## src/rtl/qb_pkg.sv

```systemverilog
package qb_pkg;
  parameter int unsigned QB_DEF_W = 8;
  localparam int unsigned QB_SYNC_STAGES = 2;

  typedef enum logic {
    RD_PIN   = 1'b0,
    RD_LATCH = 1'b1
  } qb_rd_src_e;
endpackage

```

## src/rtl/qb_rst_sync.sv

```systemverilog
module qb_rst_sync (
  input  logic clk,
  input  logic rst_n,
  output logic rst_n_s
);
  logic [1:0] stg_q;

  always_ff @(posedge clk or negedge rst_n) begin
    if (!rst_n) stg_q <= 2'b00;
    else        stg_q <= {stg_q[0], 1'b1};
  end

  assign rst_n_s = stg_q[1];
endmodule

```

## src/rtl/qb_latch.sv

```systemverilog
module qb_latch #(
  parameter int unsigned W = 8
) (
  input  logic         clk,
  input  logic         rst_n,
  input  logic         we,
  input  logic [W-1:0] wdata,
  input  logic [W-1:0] alt_d,
  output logic [W-1:0] latch_q,
  output logic [W-1:0] alt_q
);
  logic [W-1:0] latch_d;

  always_comb begin
    latch_d = latch_q;
    if (we) latch_d = wdata;
  end

  always_ff @(posedge clk or negedge rst_n) begin
    if (!rst_n) begin
      latch_q <= '1;
      alt_q   <= '1;
    end else begin
      latch_q <= latch_d;
      alt_q   <= alt_d;
    end
  end
endmodule

```

## src/rtl/qb_drive.sv

```systemverilog
module qb_drive #(
  parameter int unsigned W = 8
) (
  input  logic [W-1:0] latch_q,
  input  logic [W-1:0] alt_q,
  input  logic [W-1:0] ext_low,
  output logic [W-1:0] pull_dn,
  output logic [W-1:0] pin_level
);
  for (genvar i = 0; i < W; i++) begin : g_bit
    assign pull_dn[i]   = ~(latch_q[i] & alt_q[i]);
    assign pin_level[i] = ~(pull_dn[i] | ext_low[i]);
  end
endmodule

```

## src/rtl/qb_sync.sv

```systemverilog
module qb_sync #(
  parameter int unsigned W = 8
) (
  input  logic         clk,
  input  logic         rst_n,
  input  logic [W-1:0] pin_level,
  output logic [W-1:0] alt_in,
  output logic [W-1:0] alt_fall
);
  logic [W-1:0] s1_q, s2_q, s3_q;
  logic [W-1:0] s1_d, s2_d, s3_d;

  always_comb begin
    s1_d = pin_level;
    s2_d = s1_q;
    s3_d = s2_q;
  end

  always_ff @(posedge clk or negedge rst_n) begin
    if (!rst_n) begin
      s1_q <= '1;
      s2_q <= '1;
      s3_q <= '1;
    end else begin
      s1_q <= s1_d;
      s2_q <= s2_d;
      s3_q <= s3_d;
    end
  end

  assign alt_in   = s2_q;
  assign alt_fall = s3_q & ~s2_q;
endmodule

```

## src/rtl/qb_port.sv

```systemverilog
module qb_port #(
  parameter int unsigned W = qb_pkg::QB_DEF_W
) (
  input  logic         clk,
  input  logic         rst_n,
  input  logic [W-1:0] bus_wdata,
  input  logic         bus_we,
  input  logic         rd_sel_latch,
  output logic [W-1:0] rd_data,
  input  logic [W-1:0] alt_out,
  output logic [W-1:0] alt_in,
  output logic [W-1:0] alt_fall,
  input  logic [W-1:0] ext_low,
  output logic [W-1:0] pull_dn,
  output logic [W-1:0] pin_level
);
  import qb_pkg::*;

  logic         rst_n_s;
  logic [W-1:0] latch_q;
  logic [W-1:0] alt_q;
  qb_rd_src_e   rd_src;

  qb_rst_sync u_rst (
    .clk     (clk),
    .rst_n   (rst_n),
    .rst_n_s (rst_n_s)
  );

  qb_latch #(.W(W)) u_latch (
    .clk     (clk),
    .rst_n   (rst_n_s),
    .we      (bus_we),
    .wdata   (bus_wdata),
    .alt_d   (alt_out),
    .latch_q (latch_q),
    .alt_q   (alt_q)
  );

  qb_drive #(.W(W)) u_drive (
    .latch_q   (latch_q),
    .alt_q     (alt_q),
    .ext_low   (ext_low),
    .pull_dn   (pull_dn),
    .pin_level (pin_level)
  );

  qb_sync #(.W(W)) u_sync (
    .clk       (clk),
    .rst_n     (rst_n_s),
    .pin_level (pin_level),
    .alt_in    (alt_in),
    .alt_fall  (alt_fall)
  );

  assign rd_src = qb_rd_src_e'(rd_sel_latch);

  always_comb begin
    rd_data = pin_level;
    if (rd_src == RD_LATCH) rd_data = latch_q;
  end
endmodule

```

## config.mk

```make
export PLATFORM = sky130hd
export DESIGN_NAME = qb_port
export DESIGN_NICKNAME = d
export VERILOG_FILES = /design/src/rtl/qb_pkg.sv /design/src/rtl/qb_rst_sync.sv /design/src/rtl/qb_latch.sv /design/src/rtl/qb_drive.sv /design/src/rtl/qb_sync.sv /design/src/rtl/qb_port.sv
export SDC_FILE = /design/constraint.sdc
export NUM_CORES = 1
export LEC_CHECK = 0
export ABC_CLOCK_PERIOD_IN_PS = 2100
export BUFFER_PORTS_ARGS = -buffer_cell sky130_fd_sc_hd__buf_4
export CORE_ASPECT_RATIO = 1.25
export CORE_MARGIN = 2
export CORE_UTILIZATION = 47
export CTS_CLUSTER_SIZE = 10
export DETAILED_ROUTE_END_ITERATION = 8
export GPL_ROUTABILITY_DRIVEN = 0
export PLACE_DENSITY = 0.88
export SYNTH_ARGS = -nofsm -noshare
export SYNTH_HDL_FRONTEND = slang
export SYNTH_HIERARCHICAL = 1
export SYNTH_SLANG_ARGS = --single-unit
```

## constraint.sdc

```tcl
create_clock -name clk -period 2.1 [get_ports clk]
set_input_delay 0.21 -clock clk [delete_from_list [all_inputs] [get_ports clk]]
set_output_delay 0.21 -clock clk [all_outputs]
set_load 0.02 [all_outputs]
```

==> results.sh <==
export IMPL_ir_drop_mv=0.5718
export IMPL_stdcell_count=197
export IMPL_final_core_util=0.6925
export IMPL_fin_crit_ns=1.575
export IMPL_core_um2=3223
export IMPL_syn_avg_cell_area_um2=18.56
export IMPL_cts_tree="yes"
export IMPL_antenna_found_initial=0
export IMPL_die_area_um2=3839
export IMPL_dp_cells=188
export IMPL_slew_violations=0
export IMPL_min_period_over_period=0.7502
export IMPL_path_cells="and3b_1 > mux2_4 > buf_4"
export IMPL_syn_inst=85
export IMPL_setup_violations=0
export IMPL_syn_area_um2=1578
export IMPL_clk_pin_slew_ns=0.08
export IMPL_wl_mm=3.012
export IMPL_hp_class="primary input to flop"
export IMPL_clkLatencyLatePin_ns=0.29
export IMPL_layout_commonest_cell="buf_4"
export IMPL_diodes=0
export IMPL_clk_path_buf_depth=2
export IMPL_die_h_um=68.78
export IMPL_wl_per_cell_um=15.29
export IMPL_place_ws_ns=0.8383
export IMPL_post_cts_buffers=0
export IMPL_crit_fanout=4
export IMPL_skew_ns=0.005485
export IMPL_synth_distinct_cells=8
export IMPL_cts_inserted_buffers=5
export IMPL_worstSetupPathType="flop to output pin"
export IMPL_drc=0
export IMPL_syn_num_nets=113
export IMPL_area_delta_synth_final_pct=41.47
export IMPL_vias=925
export IMPL_nNetsFinal=187
export IMPL_cts_sinks=42
export IMPL_p_per_area_nw_per_um2=826.0
export IMPL_crit_path_end_kind="output pin"
export IMPL_cts_htree_levels=2
export IMPL_ant_nets=0
export IMPL_fmax_ghz=0.6347
export IMPL_grt_pass1_wl_mm=4.761
export IMPL_final_cell_mix="buf_4 (68), dfstp_2 (40), mux2_4 (16)"
export IMPL_first_global_vias=1017
export IMPL_critPathArrivalTime_ns=1.37
export IMPL_port_buffers=67
export IMPL_p_leak_nw=1.080
export IMPL_drt_iter0_drc=6
export IMPL_grt_util_all_layers=0.1713
export IMPL_grt_max_degree=41
export IMPL_drive_above_1_share=0.8688
export IMPL_max_stage_delay_ns=0.56
export IMPL_start_util=0.4895
export IMPL_startpoint_type="flop"
export IMPL_cp_slowest_cell="dfstp_2"
export IMPL_rsz0062_at_grt="no"
export IMPL_layout_setup_ws_ns=0.5245
export IMPL_die_x_um=55.82
export IMPL_outcome="finished, final reports clean"
export IMPL_dp_hpwl_mm=2.294
export IMPL_finalPower_mw=1.844
export IMPL_required_ns=1.89
export IMPL_grt_ovfl_total=0
export IMPL_final_hold_viol_count=0
export IMPL_tns_ns=0
export IMPL_drv_cap=0
export IMPL_rows=23
export IMPL_yosysWarnings=6
export IMPL_firstDrtPassIters=2
export IMPL_routed_via_density=4.695
export IMPL_yosysSeqAreaShare=0.6979
export IMPL_ios=68
export IMPL_synth_seq_cells=42
export IMPL_cts_root_buf="clkbuf_8"
flip-flops by register name, summed over array words and instances, names as in the netlist:
register	cells
u_rst/stg_q	2
u_latch/latch_q	8
u_latch/alt_q	8
u_sync/s1_q	8
u_sync/s3_q	8
u_sync/alt_in	8
per-stage QoR:
stage / hold WS [ns] / area (um^2)
2_1_floorplan: -0.08559 / 1578
3_3_place_gp: -0.007347 / 2112
3_5_place_dp: -0.004545 / 2112
4_1_cts: 0.01222 / 2232
5_1_grt: 0.008026 / 2232
6_report: 0.02416 / 2232
synth_stat cells, drive strengths merged:
| master | count | area, um^2 |
|---|---|---|
| dfrtp | 2 | 50.05 |
| buf | 2 | 22.52 |
| nand2 | 8 | 30.03 |
| conb | 1 | 3.750 |
| mux2 | 16 | 240.2 |
| and3b | 8 | 70.07 |
| nor2b | 8 | 110.1 |
| dfstp | 40 | 1051 |
critical path: cells and delay by family, from the launching register on:
kind | cells | cell delay [ns]
flip-flops | 1 | 0.56
buffers and inverters | 1 | 0.13
AND/OR/NAND/NOR | 1 | 0.22
multiplexers | 1 | 0.17
logic make-up after synthesis:
group | after synthesis | synth area share
DFF | 42 | 0.6979
other | 1 | 0.002377
muxes | 16 | 0.1523
and+or+nand+nor | 24 | 0.1332
buffers and inverters | 2 | 0.01427
cell type report:
class / instances / area, um^2
Clock inverter: 2 / 37.54
Clock buffer: 6 / 72.57
Timing Repair Buffer: 69 / 520.5
Tap cell: 37 / 46.29
Multi-Input combinational cell: 41 / 454.2
Fill cell: 232 / 991.0
Sequential cell: 42 / 1101
per-layer routing:
metal	track usage	vias up	part of all wire
li1	-	423	-
met1	0.1681	448	0.36
met2	0.3214	48	0.54
met3	0.05037	6	0.074
met4	0.1071	0	0.025
met5	0	-	0
power breakdown:
part | leakage (nW) | switching (mW) | total, mW | internal [mW]
sequential | 0.441 | 0.0358 | 0.931 | 0.895
clock | 0.0514 | 0.262 | 0.617 | 0.354
combinational | 0.588 | 0.136 | 0.297 | 0.160
total | 1.08 | 0.434 | 1.84 | 1.41
repair_timing:
action	in CTS	in global routing
hold buffers	1	0
hold endpoints to repair	2	0
gates resized for setup	0	0
worst paths after layout:
kind | slack, ns | to | from | cells after the start
max in group asynchronous | 1.43 | u_sync/alt_in[1] | u_rst/stg_q[1] | 1
worst max register to register | 1.24 | u_sync/s1_q[3] | u_latch/latch_q[3] | 1
worst min-delay path | 0.02 | u_latch/alt_q[4] | alt_out[4] | 1
min in group asynchronous | 0.24 | u_rst/stg_q[1] | rst_n | 2
worst min register to register | 0.36 | u_sync/alt_in[1] | u_sync/s1_q[1] | 0
worst max-delay path | 0.52 | rd_data[4] | u_latch/latch_q[4] | 3
Note: power is estimated with default switching activity, not from simulation.
